## src/rtl/nco_time_pkg.sv

```systemverilog
package nco_time_pkg;
  localparam int INT_W      = 44;
  localparam int FRAC_W     = 28;
  localparam int ACC_W      = INT_W + FRAC_W;
  localparam int DATA_W     = 32;
  localparam int LOW_W      = 4;
  localparam int MID_W      = 32;
  localparam int TOP_W      = INT_W - LOW_W - MID_W;
  localparam int TOP_WR_LSB = 8;
  localparam int SEL_W      = 2;

  typedef enum logic [SEL_W-1:0] {
    SEL_LOW  = 2'd0,
    SEL_MID  = 2'd1,
    SEL_TOP  = 2'd2,
    SEL_RATE = 2'd3
  } field_sel_e;

  // Adds the rate word, aligned to the lowest fraction bit, to the accumulator.
  // The result carries one extra bit that marks a wrap of the whole count.
  function automatic logic [ACC_W:0] acc_advance(input logic [ACC_W-1:0] acc,
                                                 input logic [DATA_W-1:0] rate);
    return {1'b0, acc} + {{(ACC_W+1-DATA_W){1'b0}}, rate};
  endfunction

  // Builds the read word for one field of the integer count.
  function automatic logic [DATA_W-1:0] field_word(input logic [INT_W-1:0] cnt,
                                                   input logic [DATA_W-1:0] rate,
                                                   input field_sel_e sel);
    case (sel)
      SEL_LOW: return {{(DATA_W-LOW_W){1'b0}}, cnt[LOW_W-1:0]};
      SEL_MID: return cnt[LOW_W +: MID_W];
      SEL_TOP: return {{(DATA_W-TOP_W){1'b0}}, cnt[INT_W-1 -: TOP_W]};
      default: return rate;
    endcase
  endfunction
endpackage

```

## src/rtl/nco_bus_decode.sv

```systemverilog
module nco_bus_decode
  import nco_time_pkg::*;
(
  input  logic              clk,
  input  logic              rst_n,
  input  logic              bus_valid,
  input  logic              bus_wr,
  input  logic [SEL_W-1:0]  bus_addr,
  input  logic [INT_W-1:0]  cnt_int,
  input  logic [DATA_W-1:0] rate_q,
  output logic              wr_low,
  output logic              wr_mid,
  output logic              wr_top,
  output logic              wr_rate,
  output logic [DATA_W-1:0] rdata,
  output logic              rvalid
);
  field_sel_e sel;
  logic       rd_req;

  assign sel     = field_sel_e'(bus_addr);
  assign rd_req  = bus_valid && !bus_wr;
  assign wr_low  = bus_valid && bus_wr && (sel == SEL_LOW);
  assign wr_mid  = bus_valid && bus_wr && (sel == SEL_MID);
  assign wr_top  = bus_valid && bus_wr && (sel == SEL_TOP);
  assign wr_rate = bus_valid && bus_wr && (sel == SEL_RATE);

  always_ff @(posedge clk or negedge rst_n) begin
    if (!rst_n) begin
      rdata  <= '0;
      rvalid <= 1'b0;
    end else begin
      rvalid <= rd_req;
      if (rd_req) rdata <= field_word(cnt_int, rate_q, sel);
    end
  end


  rd_latency_chk: assert property (@(posedge clk) disable iff (!rst_n)
    1'b1 |=> (rvalid == $past(rd_req)));


  one_field_chk: assert property (@(posedge clk) disable iff (!rst_n)
    $onehot0({wr_low, wr_mid, wr_top, wr_rate}));
endmodule

```

## src/rtl/nco_rate_reg.sv

```systemverilog
module nco_rate_reg
  import nco_time_pkg::*;
(
  input  logic              clk,
  input  logic              rst_n,
  input  logic              wr_rate,
  input  logic [DATA_W-1:0] wdata,
  output logic [DATA_W-1:0] rate_q
);
  always_ff @(posedge clk or negedge rst_n) begin
    if (!rst_n)       rate_q <= '0;
    else if (wr_rate) rate_q <= wdata;
  end


  rate_load_chk: assert property (@(posedge clk) disable iff (!rst_n)
    wr_rate |=> (rate_q == $past(wdata)));
endmodule

```

## src/rtl/nco_accum.sv

```systemverilog
module nco_accum
  import nco_time_pkg::*;
(
  input  logic              clk,
  input  logic              rst_n,
  input  logic [DATA_W-1:0] rate_q,
  input  logic              wr_low,
  input  logic              wr_mid,
  input  logic              wr_top,
  input  logic [DATA_W-1:0] wdata,
  output logic [INT_W-1:0]  cnt_int
);
  logic [ACC_W-1:0] acc_q;
  logic [ACC_W-1:0] acc_nxt;
  logic [ACC_W:0]   sum_ext;
  logic             any_time_wr;
  logic             wrap_evt;
  logic             freeze_evt;

  assign sum_ext     = acc_advance(acc_q, rate_q);
  assign any_time_wr = wr_low || wr_mid || wr_top;
  assign wrap_evt    = sum_ext[ACC_W] && !any_time_wr;
  assign freeze_evt  = (rate_q == '0) && !any_time_wr;

  always_comb begin
    acc_nxt = sum_ext[ACC_W-1:0];
    if (wr_low) acc_nxt[FRAC_W+LOW_W-1:0]      = {wdata[LOW_W-1:0], {FRAC_W{1'b0}}};
    if (wr_mid) acc_nxt[FRAC_W+LOW_W +: MID_W] = wdata[MID_W-1:0];
    if (wr_top) acc_nxt[ACC_W-1 -: TOP_W]      = wdata[TOP_WR_LSB +: TOP_W];
  end

  always_ff @(posedge clk or negedge rst_n) begin
    if (!rst_n) acc_q <= '0;
    else        acc_q <= acc_nxt;
  end

  assign cnt_int = acc_q[ACC_W-1:FRAC_W];


  freeze_hold_chk: assert property (@(posedge clk) disable iff (!rst_n)
    freeze_evt |=> $stable(acc_q));


  wrap_to_low_chk: assert property (@(posedge clk) disable iff (!rst_n)
    wrap_evt |=> (acc_q[ACC_W-1 -: TOP_W] == '0));


  top_lane_chk: assert property (@(posedge clk) disable iff (!rst_n)
    wr_top |=> (acc_q[ACC_W-1 -: TOP_W] == $past(wdata[TOP_WR_LSB +: TOP_W])));


  low_clears_frac_chk: assert property (@(posedge clk) disable iff (!rst_n)
    wr_low |=> (acc_q[FRAC_W-1:0] == '0));
endmodule

```

## src/rtl/nco_time_counter.sv

```systemverilog
module nco_time_counter
  import nco_time_pkg::*;
(
  input  logic              clk,
  input  logic              rst_n,
  input  logic              bus_valid,
  input  logic              bus_wr,
  input  logic [SEL_W-1:0]  bus_addr,
  input  logic [DATA_W-1:0] bus_wdata,
  output logic [DATA_W-1:0] bus_rdata,
  output logic              bus_rvalid
);
  logic              wr_low, wr_mid, wr_top, wr_rate;
  logic [DATA_W-1:0] rate_q;
  logic [INT_W-1:0]  cnt_int;

  nco_bus_decode u_decode (
    .clk       (clk),
    .rst_n     (rst_n),
    .bus_valid (bus_valid),
    .bus_wr    (bus_wr),
    .bus_addr  (bus_addr),
    .cnt_int   (cnt_int),
    .rate_q    (rate_q),
    .wr_low    (wr_low),
    .wr_mid    (wr_mid),
    .wr_top    (wr_top),
    .wr_rate   (wr_rate),
    .rdata     (bus_rdata),
    .rvalid    (bus_rvalid)
  );

  nco_rate_reg u_rate (
    .clk     (clk),
    .rst_n   (rst_n),
    .wr_rate (wr_rate),
    .wdata   (bus_wdata),
    .rate_q  (rate_q)
  );

  nco_accum u_accum (
    .clk     (clk),
    .rst_n   (rst_n),
    .rate_q  (rate_q),
    .wr_low  (wr_low),
    .wr_mid  (wr_mid),
    .wr_top  (wr_top),
    .wdata   (bus_wdata),
    .cnt_int (cnt_int)
  );
endmodule

```

## config.mk

```make
export PLATFORM = sky130hd
export DESIGN_NAME = nco_time_counter
export DESIGN_NICKNAME = d
export VERILOG_FILES = /design/src/rtl/nco_time_pkg.sv /design/src/rtl/nco_bus_decode.sv /design/src/rtl/nco_rate_reg.sv /design/src/rtl/nco_accum.sv /design/src/rtl/nco_time_counter.sv
export SDC_FILE = /design/constraint.sdc
export NUM_CORES = 1
export LEC_CHECK = 0
export BUFFER_PORTS_ARGS = -buffer_cell sky130_fd_sc_hd__buf_2
export CAP_MARGIN = 20
export CORE_MARGIN = 2
export CORE_UTILIZATION = 30
export CTS_BUF_LIST = sky130_fd_sc_hd__clkbuf_16
export CTS_CLUSTER_DIAMETER = 120
export CTS_CLUSTER_SIZE = 24
export DETAILED_ROUTE_END_ITERATION = 16
export GPL_ROUTABILITY_DRIVEN = 1
export PLACE_DENSITY = 0.54
export SKIP_LAST_GASP = 1
export SYNTH_ARGS = -nofsm -noshare
export SYNTH_HDL_FRONTEND = slang
export SYNTH_SLANG_ARGS = --single-unit
```

## constraint.sdc

```tcl
create_clock -name clk -period 4.85 [get_ports clk]
set_input_delay 0.2425 -clock clk [delete_from_list [all_inputs] [get_ports clk]]
set_output_delay 0.2425 -clock clk [all_outputs]
set_load 0.01 [all_outputs]
```

==> Word level (Yosys, flattened, before mapping) <==
Cells that the tools add are included.
{ "word_totals": {"register_bits": 137, "input_bits": 38, "word_cells": 20} }
{ "classes": {"add_sub_neg": 1, "eq_ne": 3, "n_mux": 4, "reduce_logical": 8} }
{ "op_table": {"columns": ["cell", "count"], "rows": [
  ["case mux 32 bit (3 select lines)", 1],
  ["adder 72 x 32 -> 72 bit", 1],
  ["2-to-1 mux 32 bit", 2],
  ["2-to-1 mux 8 bit", 1],
  ["logical AND 1 bit", 6],
  ["== test 2 bit, second input constant", 2],
  ["== test 2 x 1 -> 1 bit, second input constant", 1],
  ["zero test 2 bit", 1],
  ["zero test 1 bit", 1]
]} }

==> Logic depth before layout (Yosys ltp) <==
Gate-level depths: netlist (run 1).
{ "depth": {"ltp_word": 3, "mapped_depth": 12} }

==> By module <==
From an unflattened synthesis (run 1), not the netlist that was laid out.
{ "unflattened": {"hier_cells": 941, "hier_area_um2": 8770.9} }
{ "by_module_without_submodules": {"columns": ["module", "n_inst", "cells_per_inst", "area_per_inst_um2"], "rows": [
  ["nco_accum", 1, 715, 5760.5],
  ["nco_bus_decode", 1, 158, 1665.3],
  ["nco_rate_reg", 1, 68, 1345.0]
]} }

==> Worst setup path after synthesis (run 1) <==
OpenSTA, ideal clock, no wires.
{ "synth_path": {"path_kind": "flip-flop to flip-flop", "startpoint": "reg u_rate.rate_q[0]", "endpoint": "reg u_accum.acc_q[56]", "setup_ns": 0.131, "arrival_ns": 2.661, "t_required_ns": 4.719, "setup_slack_ns": 2.058, "stages_incl_launch_ff": 13, "path_buffers": 1, "period_less_slack_ns": 2.792, "path_cell_list": "dfrtp_1 -> ha_1 -> fa_1 -> a21o_2 -> a221oi_2 -> o21ai_1 -> a31o_4 -> o311ai_4 -> nand3_2 -> buf_6 -> nand4_1 -> xor2_1 -> o21ai_1"} }
{ "synth_between": {"elab_chain_len": 2} }
{ "synth_lines": {"columns": ["element", "line_no", "text"], "rows": [
  ["start, declared", "nco_rate_reg.sv:8", "output logic [DATA_W-1:0] rate_q"],
  ["start signal, assigned", "nco_rate_reg.sv:12", "else if (wr_rate) rate_q <= wdata;"],
  ["adder 72 x 32 -> 72 bit", "nco_time_pkg.sv:23", "return {1'b0, acc} + {{(ACC_W+1-DATA_W){1'b0}}, rate};"],
  ["2-to-1 mux 32 bit", "nco_accum.sv:28", "if (wr_mid) acc_nxt[FRAC_W+LOW_W +: MID_W] = wdata[MID_W-1:0];"],
  ["via u_accum.acc_nxt[56]", "nco_accum.sv:14", "logic [ACC_W-1:0] acc_nxt;"],
  ["end signal, assigned", "nco_accum.sv:34", "else acc_q <= acc_nxt;"],
  ["end, declared", "nco_accum.sv:13", "logic [ACC_W-1:0] acc_q;"]
]} }
The timed path passes the listed nets, and every way through them passes these cells.
A chain may end at the register's enable or synchronous reset.

==> Final worst setup path (run 1) <==
{ "layout_path": {"startpoint": "reg u_rate.rate_q[1]", "endpoint": "reg u_accum.acc_q[69]"} }
{ "layout_between": {"elab_chain_len": 2} }
{ "layout_lines": {"columns": ["element", "line_no", "text"], "rows": [
  ["adder 72 x 32 -> 72 bit", "nco_time_pkg.sv:23", null],
  ["2-to-1 mux 8 bit", "nco_accum.sv:29", "if (wr_top) acc_nxt[ACC_W-1 -: TOP_W] = wdata[TOP_WR_LSB +: TOP_W];"],
  ["via u_accum.acc_nxt[69]", "nco_accum.sv:14", null]
]} }
The timed path passes the listed nets, and every way through them passes these cells.

==> results of run 1 <==
## Yosys cell counts (4+ instances only)
cell type	instances	share of area, %
a21o_1	13	1.2
a21oi_1	54	3.4
a221oi_1	4	0.45
a31oi_1	5	0.40
and3_1	15	1.2
buf_1	4	0.19
clkbuf_1	26	1.2
dfrtp_1	137	44
ha_1	32	5.1
inv_1	8	0.38
mux2_2	38	5.4
mux2i_1	25	3.2
mux4_2	4	1.1
nand2_1	99	4.7
nand3_1	19	1.2
nand4_1	25	2.0
nor2_1	70	3.3
nor2b_1	8	0.64
nor3_1	7	0.45
o2111ai_1	4	0.45
o21ai_0	52	3.3
o21ai_1	19	1.2
o21bai_1	4	0.38
o31ai_1	5	0.48
or4_1	4	0.38
xnor2_1	18	2.0
xor2_1	45	5.0
## flip-flops by register name, indices dropped and copies added, names as in the netlist
name and count:
u_accum.acc_q 72, u_decode.rdata 32, u_rate.rate_q 32, u_decode.rvalid 1
## worst max-delay path, cell delays in order (launching register included)
cell	delay, ps
dfrtp_1	420
ha_1	300
a21o_1	140
nand4_2	150
a211oi_2	340
o2111ai_1	190
a21oi_1	260
o31a_1	770
nand2_1	210
or3_1	370
a31oi_1	170
## logic make-up after synthesis
family                     after synthesis
AOI/OAI and AO/OA                      184
xor gates and xnor gates                63
adders and majority gates               33
buffers and inverters                   47
DFF                                    137
muxes                                   67
and+or+nand+nor                        277
## power breakdown
part / switching (mW) / internal, mW / leakage [nW] / total [mW]
sequential: 0.279 / 1.50 / 1.65 / 1.78
clock: 0.507 / 0.851 / 0.299 / 1.36
combinational: 1.44 / 0.998 / 2.06 / 2.44
total: 2.23 / 3.35 / 4.01 / 5.58
## area by class of cell
cell class                      instances  area [um2]  share of cell area, %
Tap cell                              335         419                   4.58
Sequential cell                       137        3430                   37.5
Clock inverter                         15         181                   1.98
Antenna cell                            1        2.50                 0.0273
Timing Repair Buffer                   77         412                   4.50
Inverter                                9        33.8                  0.369
Multi-Input combinational cell        624        4250                   46.4
Clock buffer                           17         425                   4.65
## per-layer routing
metal | global-route usage, % | share of wire [%]
met1 | 22.4 | 48
met2 | 25.6 | 46
met3 | 3.53 | 4.3
met4 | 4.65 | 1.4
met5 | 0 | 0
## path summary, 6_finish.rpt
path / cells after the start / end / from / slack [ps]
max: 10 / u_accum.acc_q[69] / u_rate.rate_q[1] / 1450
max in group asynchronous: 3 / u_accum.acc_q[30] / rst_n / 3190
min in group asynchronous: 2 / u_decode.rdata[7] / rst_n / 520
max reg2reg: 10 / u_accum.acc_q[69] / u_rate.rate_q[1] / 1450
min reg2reg: 2 / u_decode.rdata[28] / u_decode.rdata[28] / 470
min: 3 / u_accum.acc_q[58] / bus_wdata[26] / 40
## through the flow
stage | cell area (um2) | power, mW
after floorplan | 7870 | 3.60
after global placement | 8530 | 4.19
after detailed placement | 8530 | 4.21
after CTS | 9150 | 5.59
after global routing | 9150 | 5.99
final | 9150 | 5.58
## what timing repair did
item	in CTS	in global routing
hold buffers	1	0
gates resized for setup	0	0
endpoints found under the hold margin	68	0
==> impl_metrics.ini, run 1 <==
[clocking]
cts_root_buf = clkbuf_16
clk_pin_slew_ps = 60
htree_levels = 4
cts-buffers-inserted = 17
cts.sinks = 137
cts.repair_timing.setup_buffer_count = 0
cts.path.max_buffers = 2
cts_tree = built
worstSkewPairLatency_ps = 430

[global_route]
overflow = 0
grt_max_degree = 100
track_usage_pct = 16.2
antenna_found_initial = 1
grt_pass1_vias = 6273
grt_pass1_wl_um = 35200

[floorplan]
rows = 59
fp.dieArea_um2 = 27500
ios = 71
start_util_pct = 30.4
die-width_um = 166
die_y_um = 166
coreArea_um2 = 25900

[worst_setup_path]
crit_arrival_ps = 3740
critPathRequiredTime_ps = 5190
path_class = flip-flop to flip-flop
cp_max_fo = 18
end_kind = flip-flop
cp-start-kind = flip-flop

[logic_synthesis]
synth_top_family_by_area = simple AND/OR/NAND/NOR gates
ys_async_sr_fraction_pct = 100
synth_compound_area_share_pct = 14.6
yosys.area_share.simple_pct = 17.2
synthMuxAreaShare_pct = 9.76
synthCells = 808
ys_seq_area_share_pct = 43.6
synth_xor_area_share_pct = 7.01
yosys_most_used_dff = dfrtp_1
syn_area_um2 = 7870
synth-edff-count = 0
yosys_register_bits = 137
synth.avg_cell_area_um2 = 9.74
ys_types = 70
yosys_warnings = 0
synth_nets = 879
synth_adder_area_share_pct = 5.34

[sta]
relSlewSlack_pct = 37.1
setup_tns_ps = 0
period_needed_ps = 3400
rsz0062_at_grt = false
holdWs_ps = 43.5
fin_skew_ps = 13.3
tightestPinTransition_ps = 944
slew_viol_final = 0
finalHoldViolCount = 0
finalSetupViolCount = 0
clock.fmax_ghz = 0.294
final.setup.worst_slack_ps = 1450
min_period_over_period_pct = 70.1

[final_layout]
final_core_util_pct = 35.3
drive_gt1_share_pct = 19.9
instances_no_fill = 1215
layout_commonest_cell = dfrtp_1
layout.nets = 937
n_fill_cell = 2608
mostFrequentLayoutCells = 137 x dfrtp_1, 99 x nand2_1, 70 x nor2_1
syn2layout_area_growth_pct = 16.3

[flow_run]
max_cap_violations = 0

[hold_path]
hold_path_class = input pin to flip-flop

[detailed_routing]
drt_wl_total_um = 22100
dr.pass1.iters = 5
num_vias = 6219
dr.first_iter.drc_count = 440
antenna_left = 0
drc = 0
wl_per_cell_um = 18.2
viasPerCell = 5.12

[pwr]
power_density_nw_per_um2 = 609
p_leak_nw = 4.01
irDropWorstVdd_v = 0.000315

[place]
place_inst = 1181
io_buffer_count = 70
dp_hpwl_um = 16100
place_ws_ps = 1520
gp_congestion = 0.881

[outcome]
status = finished clean
Note: power is estimated with default switching activity, not from simulation.
==> run 2: changes to the inputs <==
==> constraint.sdc (replaced) <==
create_clock -name clk -period 3.3 [get_ports clk]
set_input_delay 0.165 -clock clk [delete_from_list [all_inputs] [get_ports clk]]
set_output_delay 0.165 -clock clk [all_outputs]
set_load 0.01 [all_outputs]
==> impl_metrics.ini, run 2 (synthesis gave the netlist of run 1 again) <==
[final_layout]
reg.largest.list = u_accum.acc_q x72, u_decode.rdata x32, u_rate.rate_q x32
multiInputGateArea_um2 = 4240
largest_reg_flops = 72
syn2layout_area_growth_pct = 18.9
drive_gt1_share_pct = 19.6
final_core_util_pct = 36.1
layout_commonest_cell = dfrtp_1
n_fill_cell = 2625
mostFrequentLayoutCells = 137 x dfrtp_1, 99 x nand2_1, 70 x nor2_1
instances_no_fill = 1237
layout.nets = 961
fin_area_um2 = 9360
seq_area_um2 = 3430
regMostFlops = u_accum.acc_q

[clocking]
cts_tree = built
cts.repair_timing.setup_buffer_count = 0
cts_root_buf = clkbuf_16
htree_levels = 4
cts.path.max_buffers = 2
worstSkewPairLatency_ps = 430
cts-buffers-inserted = 17
clk_pin_slew_ps = 60
cts.sinks = 137

[global_route]
grt_pass1_vias = 6171
antenna_found_initial = 1
grt_pass1_wl_um = 35000
overflow = 0
grt_max_degree = 96
track_usage_pct = 16.1

[worst_setup_path]
cp-start-kind = flip-flop
cp_common_cell = o21ai_1
critPathBufInv = 1
cpPeakStageDelay_ps = 410
cp_max_fo = 11
path_class = flip-flop to flip-flop
end_kind = flip-flop
cp_top_family = compound AO/OA/AOI/OAI gates
critical-path-slowest-cell = fa_1
critPathRequiredTime_ps = 3570
crit_arrival_ps = 3320
crit_chain = ha_1 -> fa_1 -> a21o_2 -> a221oi_2 -> o21ai_1 -> a31o_4 -> o311ai_4 -> nand3_2 -> buf_4 -> nand4b_2 -> xor2_1 -> o21ai_1

[sta]
finalHoldViolCount = 0
holdWs_ps = 5.81
clock.fmax_ghz = 0.328
slew_viol_final = 0
final.setup.worst_slack_ps = 249
rsz0062_at_grt = false
min_period_over_period_pct = 92.4
tightestPinTransition_ps = 908
period_needed_ps = 3050
finalSetupViolCount = 0
fin_skew_ps = 9.77
setup_tns_ps = 0
relSlewSlack_pct = 39.5

[flow_run]
max_cap_violations = 0

[floorplan]
fp.dieArea_um2 = 27500
rows = 59
start_util_pct = 30.4
die-width_um = 166
coreArea_um2 = 25900
ios = 71
die_y_um = 166

[detailed_routing]
num_vias = 6281
drc = 0
wl_per_cell_um = 17.6
antenna_left = 0
viasPerCell = 5.08
dr.first_iter.drc_count = 466
dr.pass1.iters = 5
drt_wl_total_um = 21800

[place]
io_buffer_count = 70
dp_hpwl_um = 16200
gp_congestion = 0.847
dpl-instance-area_um2 = 8600
place_inst = 1187
place_ws_ps = 220

[outcome]
status = finished clean

[pwr]
power_density_nw_per_um2 = 871
total_power_mw = 8.15
irDropWorstVdd_v = 0.000469
p_leak_nw = 4.11

[hold_path]
hold_path_class = input pin to flip-flop
-- run 2: cell types whose count changed in the layout (fill, tap and decap cells not counted) --
| cell | before | now |
|---|---|---|
| dlygate4sd3_1 | 1 | 19 |
| buf_4 | 6 | 10 |
| inv_1 | 8 | 11 |
| buf_12 | 0 | 2 |
| clkinv_2 | 5 | 3 |
| bufinv_16 | 4 | 3 |
| clkinv_1 | 4 | 3 |
| inv_6 | 1 | 0 |
| nor3_2 | 1 | 2 |
| nor3_4 | 1 | 0 |
-- run 2: report_power, final --
part | total, mW | switching (mW) | internal (mW)
registers | 2.61 | 0.409 | 2.20
logic | 3.66 | 2.12 | 1.55
clock network | 1.87 | 0.713 | 1.16
-- run 2: cell type report --
| type | instances | area share [%] |
|---|---|---|
| clock buffer | 17 | 4.55 |
| multi-input combinational | 624 | 45.4 |
| sequential | 137 | 36.6 |
| tap | 335 | 4.48 |
| inverter | 9 | 0.361 |
| timing repair buffer | 101 | 7.08 |
| antenna | 1 | 0.0267 |
| clock inverter | 13 | 1.50 |
-- run 2: per-layer routing --
layer	GRT usage (%)	share of wire [%]	up-vias
li1	-	-	3059
met1	22.5	47	3068
met2	25.4	47	130
met3	3.17	4.5	24
met4	4.35	1.6	0
met5	0	0	-
-- run 2: timing repair --
item                                   CTS  global route
hold buffers                            19             0
endpoints found under the hold margin  121             0
setup endpoints to repair                0             0
resized for setup                        0             0
-- run 2: worst paths after layout --
check                             startpoint                 to  slack (ps)  cells after the start
max                         u_rate.rate_q[0]  u_accum.acc_q[34]         250                     12
min                             bus_wdata[6]   u_rate.rate_q[6]           6                      2
max reg2reg                 u_rate.rate_q[0]  u_accum.acc_q[34]         250                     12
min reg2reg                u_decode.rdata[1]  u_decode.rdata[1]         470                      2
max in group asynchronous              rst_n  u_accum.acc_q[20]        2130                      3
min in group asynchronous              rst_n  u_decode.rdata[7]         390                      2
